### src/rtl/dma_pkg.sv
package dma_pkg;
  typedef enum logic [2:0] {
    ST_IDLE  = 3'd0,
    ST_GRANT = 3'd1,
    ST_CHECK = 3'd2,
    ST_STRB  = 3'd3,
    ST_TCCHK = 3'd4
  } dma_state_e;
endpackage

### src/rtl/dma_cfg_regs.sv
module dma_cfg_regs #(
  parameter int REG_W  = 8,
  parameter int CFG_AW = 12,
  parameter logic [CFG_AW-1:0] BASE_ADDR  = 'h1FF,
  parameter logic [CFG_AW-1:0] COUNT_ADDR = 'h2FF
) (
  input  logic              clk,
  input  logic              rst_n,
  input  logic              cfg_we,
  input  logic              cfg_re,
  input  logic [CFG_AW-1:0] cfg_addr,
  input  logic [REG_W-1:0]  cfg_wdata,
  output logic [REG_W-1:0]  cfg_rdata,
  input  logic              wr_ok,
  input  logic              step,
  input  logic              terminal,
  output logic [REG_W-1:0]  addr_q,
  output logic [REG_W-1:0]  cnt_q,
  output logic              armed_q,
  output logic              irq_q
);
  logic hit_base, hit_cnt, wr_base, wr_cnt, cnt_touch;

  assign hit_base  = (cfg_addr == BASE_ADDR);
  assign hit_cnt   = (cfg_addr == COUNT_ADDR);
  assign wr_base   = cfg_we && wr_ok && hit_base;
  assign wr_cnt    = cfg_we && wr_ok && hit_cnt;
  assign cnt_touch = wr_cnt || (cfg_re && hit_cnt);

  always_ff @(posedge clk) begin
    if (!rst_n) begin
      addr_q  <= '0;
      cnt_q   <= '0;
      armed_q <= 1'b0;
      irq_q   <= 1'b0;
    end else begin
      if (wr_base)   addr_q <= cfg_wdata;
      else if (step) addr_q <= addr_q + 1'b1;
      if (wr_cnt)    cnt_q <= cfg_wdata;
      else if (step) cnt_q <= cnt_q - 1'b1;
      if (terminal)    armed_q <= 1'b0;
      else if (wr_cnt) armed_q <= 1'b1;
      if (terminal)       irq_q <= 1'b1;
      else if (cnt_touch) irq_q <= 1'b0;
    end
  end

  always_comb begin
    if (hit_base)     cfg_rdata = addr_q;
    else if (hit_cnt) cfg_rdata = cnt_q;
    else              cfg_rdata = '0;
  end
endmodule

### src/rtl/dma_sequencer.sv
module dma_sequencer
  import dma_pkg::*;
(
  input  logic clk,
  input  logic rst_n,
  input  logic req,
  input  logic armed,
  input  logic cnt_zero,
  input  logic hold_ack,
  input  logic dev_ready,
  output logic hold,
  output logic dma_ack,
  output logic src_fire,
  output logic dst_fire,
  output logic terminal,
  output logic idle
);
  dma_state_e state_q, state_d;

  assign src_fire = (state_q == ST_CHECK) && hold_ack && dev_ready;
  assign dst_fire = (state_q == ST_STRB) && hold_ack;
  assign terminal = (state_q == ST_TCCHK) && cnt_zero;
  assign idle     = (state_q == ST_IDLE);
  assign dma_ack  = (state_q == ST_CHECK) || (state_q == ST_STRB) ||
                    ((state_q == ST_TCCHK) && !cnt_zero);
  assign hold     = (state_q == ST_GRANT) || dma_ack;

  always_comb begin
    state_d = state_q;
    unique case (state_q)
      ST_IDLE:  if (req && armed) state_d = cnt_zero ? ST_TCCHK : ST_GRANT;
      ST_GRANT: if (hold_ack) state_d = ST_CHECK;
      ST_CHECK: if (src_fire) state_d = ST_STRB;
      ST_STRB:  if (dst_fire) state_d = ST_TCCHK;
      ST_TCCHK: state_d = cnt_zero ? ST_IDLE : ST_CHECK;
      default:  state_d = ST_IDLE;
    endcase
  end

  always_ff @(posedge clk) begin
    if (!rst_n) state_q <= ST_IDLE;
    else        state_q <= state_d;
  end
endmodule

### src/rtl/dma_word_path.sv
module dma_word_path #(
  parameter int DATA_W = 8
) (
  input  logic              clk,
  input  logic              rst_n,
  input  logic              src_fire,
  input  logic              dst_fire,
  input  logic              dev_dir,
  input  logic [DATA_W-1:0] dev_wdata,
  input  logic [DATA_W-1:0] mem_rdata,
  output logic [DATA_W-1:0] buf_word,
  output logic              mem_re,
  output logic              mem_we,
  output logic              dev_pop,
  output logic              dev_push
);
  logic dir_q;

  assign mem_re   = src_fire && !dev_dir;
  assign dev_pop  = src_fire && dev_dir;
  assign mem_we   = dst_fire && dir_q;
  assign dev_push = dst_fire && !dir_q;

  always_ff @(posedge clk) begin
    if (!rst_n) begin
      buf_word <= '0;
      dir_q    <= 1'b0;
    end else if (src_fire) begin
      dir_q    <= dev_dir;
      buf_word <= dev_dir ? dev_wdata : mem_rdata;
    end
  end
endmodule

### src/rtl/busmaster_dma.sv
module busmaster_dma #(
  parameter int REG_W  = 8,
  parameter int DATA_W = 8,
  parameter int CFG_AW = 12,
  parameter logic [CFG_AW-1:0] BASE_ADDR  = 'h1FF,
  parameter logic [CFG_AW-1:0] COUNT_ADDR = 'h2FF
) (
  input  logic              clk,
  input  logic              rst_n,
  input  logic              cfg_we,
  input  logic              cfg_re,
  input  logic [CFG_AW-1:0] cfg_addr,
  input  logic [REG_W-1:0]  cfg_wdata,
  output logic [REG_W-1:0]  cfg_rdata,
  input  logic              dma_req,
  output logic              dma_ack,
  input  logic              dev_ready,
  input  logic              dev_dir,
  input  logic [DATA_W-1:0] dev_wdata,
  output logic              dev_pop,
  output logic [DATA_W-1:0] dev_rdata,
  output logic              dev_push,
  output logic              hold,
  input  logic              hold_ack,
  output logic [REG_W-1:0]  mem_addr,
  output logic              mem_re,
  output logic              mem_we,
  output logic [DATA_W-1:0] mem_wdata,
  input  logic [DATA_W-1:0] mem_rdata,
  output logic              tc,
  output logic              irq
);
  logic [REG_W-1:0]  addr_q, cnt_q;
  logic [DATA_W-1:0] buf_word;
  logic armed, src_fire, dst_fire, terminal, idle;

  dma_cfg_regs #(
    .REG_W(REG_W), .CFG_AW(CFG_AW),
    .BASE_ADDR(BASE_ADDR), .COUNT_ADDR(COUNT_ADDR)
  ) regs_i (
    .clk(clk), .rst_n(rst_n),
    .cfg_we(cfg_we), .cfg_re(cfg_re), .cfg_addr(cfg_addr),
    .cfg_wdata(cfg_wdata), .cfg_rdata(cfg_rdata),
    .wr_ok(idle), .step(dst_fire), .terminal(terminal),
    .addr_q(addr_q), .cnt_q(cnt_q), .armed_q(armed), .irq_q(irq)
  );

  dma_sequencer seq_i (
    .clk(clk), .rst_n(rst_n),
    .req(dma_req), .armed(armed), .cnt_zero(cnt_q == '0),
    .hold_ack(hold_ack), .dev_ready(dev_ready),
    .hold(hold), .dma_ack(dma_ack),
    .src_fire(src_fire), .dst_fire(dst_fire),
    .terminal(terminal), .idle(idle)
  );

  dma_word_path #(.DATA_W(DATA_W)) path_i (
    .clk(clk), .rst_n(rst_n),
    .src_fire(src_fire), .dst_fire(dst_fire),
    .dev_dir(dev_dir), .dev_wdata(dev_wdata), .mem_rdata(mem_rdata),
    .buf_word(buf_word),
    .mem_re(mem_re), .mem_we(mem_we), .dev_pop(dev_pop), .dev_push(dev_push)
  );

  assign mem_addr  = addr_q;
  assign mem_wdata = buf_word;
  assign dev_rdata = buf_word;
  assign tc        = terminal;
endmodule

### config.mk
export PLATFORM = sky130hd
export DESIGN_NAME = busmaster_dma
export DESIGN_NICKNAME = d
export VERILOG_FILES = /design/src/rtl/dma_pkg.sv /design/src/rtl/dma_cfg_regs.sv /design/src/rtl/dma_sequencer.sv /design/src/rtl/dma_word_path.sv /design/src/rtl/busmaster_dma.sv
export SDC_FILE = /design/constraint.sdc
export NUM_CORES = 1
export LEC_CHECK = 0
export ABC_CLOCK_PERIOD_IN_PS = 6800
export BUFFER_PORTS_ARGS = -buffer_cell sky130_fd_sc_hd__buf_2
export CORE_MARGIN = 4
export CORE_UTILIZATION = 45
export CTS_CLUSTER_DIAMETER = 60
export DETAILED_ROUTE_END_ITERATION = 7
export MAX_ROUTING_LAYER = met4
export PLACE_DENSITY = 0.88
export SETUP_SLACK_MARGIN = 0.4
export SLEW_MARGIN = 30
export SYNTH_ARGS = -nofsm -noshare
export SYNTH_HDL_FRONTEND = slang
export SYNTH_HIERARCHICAL = 1
export SYNTH_SLANG_ARGS = --single-unit
### constraint.sdc
create_clock -name clk -period 6.8 [get_ports clk]
set_clock_uncertainty 0.15 [all_clocks]
set_input_delay 2.04 -clock clk [delete_from_list [all_inputs] [get_ports clk]]
set_output_delay 2.04 -clock clk [all_outputs]
set_load 0.005 [all_outputs]
==> flow_metrics.env <==
export IMPL_status="complete, no violations"
export IMPL_worstSkewPairLatency_ns=0.28
export IMPL_maxSlewHeadroom=0.468
export IMPL_std_cell_rows=22
export IMPL_root_buffer="clkbuf_8"
export IMPL_path_class="in2out"
export IMPL_cts_inserted_buffers=5
export IMPL_initial_core_util=0.477
export IMPL_synth_warnings=6
export IMPL_cpMostUsedCell="buf_2"
export IMPL_first_iter_violations=54
export IMPL_holdPathStages=2
export IMPL_postCtsHoldBufs=0
export IMPL_synth_top_area_frac=0.334
export IMPL_insertedDiodeCount=0
export IMPL_clockBufferDepth=2
export IMPL_grt_pass1_vias=1680
export IMPL_r2r_start="seq_i/state_q[1]$_SDFFE_PN0P_"
export IMPL_wl_per_cell_um=13.3
export IMPL_dp_hpwl_um=3320
export IMPL_crit_family="simple AND/OR/NAND/NOR gates"
export IMPL_rrSetupSlack_ns=4.57
export IMPL_synth_largest_area_cell="dfxtp_1"
export IMPL_tightest_slew_ns=0.796
export IMPL_io_pins=84
export IMPL_worst_path_max_fanout=11
export IMPL_min_path_type="reg2reg"
export IMPL_seqPwrFrac=0.504
export IMPL_hold_viol=0
export IMPL_setup_viol=0
export IMPL_worstSetupStartpointType="input pin"
export IMPL_leakagePower_nw=1.16
export IMPL_cts_resized_gates=0
export IMPL_slowest_delay_ns=0.55
export IMPL_peakVddDrop_mv=0.104
export IMPL_synth_edff_count=0
export IMPL_gp_congestion=0.751
export IMPL_drive_gt1_frac=0.368
export IMPL_detail_route_antenna_nets=0
export IMPL_finalWirelength_um=4350
export IMPL_ys_seq_area_frac=0.334
export IMPL_post_cts_buffers=0
export IMPL_die_x_um=71.2
export IMPL_die_h_um=71.2
export IMPL_synth_seq_cells=30
export IMPL_viasPerCell=5.34
export IMPL_report_final_slew_viol_count=0
export IMPL_required_ns=4.61
export IMPL_syn_nets=252
export IMPL_r2r_cells=7
export IMPL_syn_inst=206
export IMPL_nets=325
export IMPL_finalCritPeriodShare=0.809
export IMPL_synthTopCellsByArea="dfxtp_1, mux2i_1, a21oi_1"
export IMPL_p_comb_frac=0.068
export IMPL_fin_util=0.597
export IMPL_clock_fmax_mhz=182
export IMPL_syn_to_final_growth_pct=25.2
export IMPL_ys_types=39
export IMPL_maxCapViolCount=0
export IMPL_grt_pass1_wl_um=7190
export IMPL_cpMaxStageDelayCell="or4b_1"
export IMPL_rsz0062_at_grt="false"
export IMPL_p_sw_mw=0.0790
export IMPL_cts_tree="yes"
export IMPL_syn_area_um2=1800
export IMPL_grt_ovfl_total=0
export IMPL_critPathCaptureType="primary output"
export IMPL_yosysMostFrequentCell="dfxtp_1"
export IMPL_synthArstFlopShare=0
export IMPL_core_area_um2=3770
export IMPL_syn_area_per_cell_um2=8.73
export IMPL_port_buffers=83
export IMPL_vias=1751
export IMPL_synth_commonest_cells="dfxtp_1, nand2_1, a21oi_1, o21ai_0, mux2i_1"
export IMPL_first_pass_iters=4
export IMPL_fin_tns_setup_ns=0
export IMPL_track_usage=0.177
export IMPL_crit_buf_inv=3
export IMPL_die_area_um2=5070
export IMPL_crit_cells=6
export IMPL_htree_levels=2
export IMPL_antenna_found_initial=0
export IMPL_startpoint="cfg_addr[8]"
export IMPL_worstPathArrival_ns=3.31
export IMPL_hp_start="regs_i/irq_q$_SDFFE_PN0P_"
export IMPL_p_sw_frac=0.227
export IMPL_p_total_mw=0.349
export IMPL_clock_sinks=30
export IMPL_clk_pin_slew_worst_paths_ns=0.06
export IMPL_clkPwrFrac=0.428
export IMPL_finalWorstPathRequiredPeriod_ns=5.50
export IMPL_intPower_mw=0.270
export IMPL_remaining_drc_errors=0
export IMPL_grt_max_degree=32
export IMPL_synth_ff_type="dfxtp_1"
export IMPL_crit_chain="buf_2, or4b_1, nor3_1, buf_4, a22o_1, buf_2"
export IMPL_p_per_area_nw_per_um2=155
==> tightest hold or removal path: cells and delay by family, from the launching register on <==
family,cells,cell delay (ns)
simple gates,1,0.05
flops,1,0.31
compound gates,1,0.06
==> path summary, 6_finish.rpt <==
check                                      end
setup / recovery                  cfg_rdata[0]
setup reg to reg  regs_i/cnt_q[6]$_SDFFE_PN0P_
hold reg to reg      regs_i/irq_q$_SDFFE_PN0P_
hold / removal       regs_i/irq_q$_SDFFE_PN0P_
==> power groups by stage <==
| stage | clock (mW) | sequential, mW | combinational, mW |
|---|---|---|---|
| floorplan | 0 | 0.180 | 0.00911 |
| global placement | 0 | 0.180 | 0.0230 |
| detailed placement | 0 | 0.180 | 0.0239 |
| CTS | 0.154 | 0.176 | 0.0240 |
| global route | 0.163 | 0.176 | 0.0267 |
| finish | 0.149 | 0.176 | 0.0238 |
==> placed cells by master, fill, tap and decap left out, types with 6 or more instances in the layout <==
cell type,n
dfxtp_1,30
clkbuf_8,6
nand2_1,22
buf_2,83
o211a_1,7
xor2_1,9
o21ai_0,16
a22o_1,8
nor2_1,7
a21oi_1,18
mux2i_1,11
==> sequential cells by signal, indices dropped and copies added, names as in the netlist <==
name / count
regs_i/irq_q: 1
regs_i/armed_q: 1
regs_i/addr_q: 8
path_i/dir_q: 1
regs_i/cnt_q: 8
seq_i/state_q: 3
path_i/buf_word: 8
==> final cells by class <==
cell class                      count  area [µm²]
Timing Repair Buffer               87         445
Clock inverter                      2        12.5
Fill cell                         371        1520
Clock buffer                        6        82.6
Multi-Input combinational cell    151        1030
Sequential cell                    30         601
Tap cell                           48        60.1
Inverter                            4        15.0
==> logic make-up (layout without fill, tap and decap cells) <==
group           after synthesis  in the layout  synth area share
simple gates                 64             64             0.203
compound gates               60             60             0.226
flops                        30             30             0.334
buf+inv                      25             99            0.0939
xor+xnor                     14             14            0.0682
mux                          11             11            0.0612
fa+ha+maj                     2              2            0.0139
==> per-layer routing <==
layer | GRT usage | share of wire | wire [µm]
met1 | 0.203 | 0.43 | 1870
met2 | 0.301 | 0.48 | 2100
met3 | 0.0435 | 0.076 | 331
met4 | 0.0564 | 0.012 | 53
met5 | - | 0 | 0
==> per-stage QoR <==
step	setup WS (ns)	instance area, µm²	hold slack, ns	cells
4_1_cts	1.31	2250	0.321	328
2_1_floorplan	1.31	1800	0.302	206
3_3_place_gp	1.35	2160	0.292	320
6_report	1.30	2250	0.314	328
3_5_place_dp	1.32	2160	0.310	320
5_1_grt	1.17	2250	0.387	328
No activity file was read; power rests on OpenSTA's default activity.
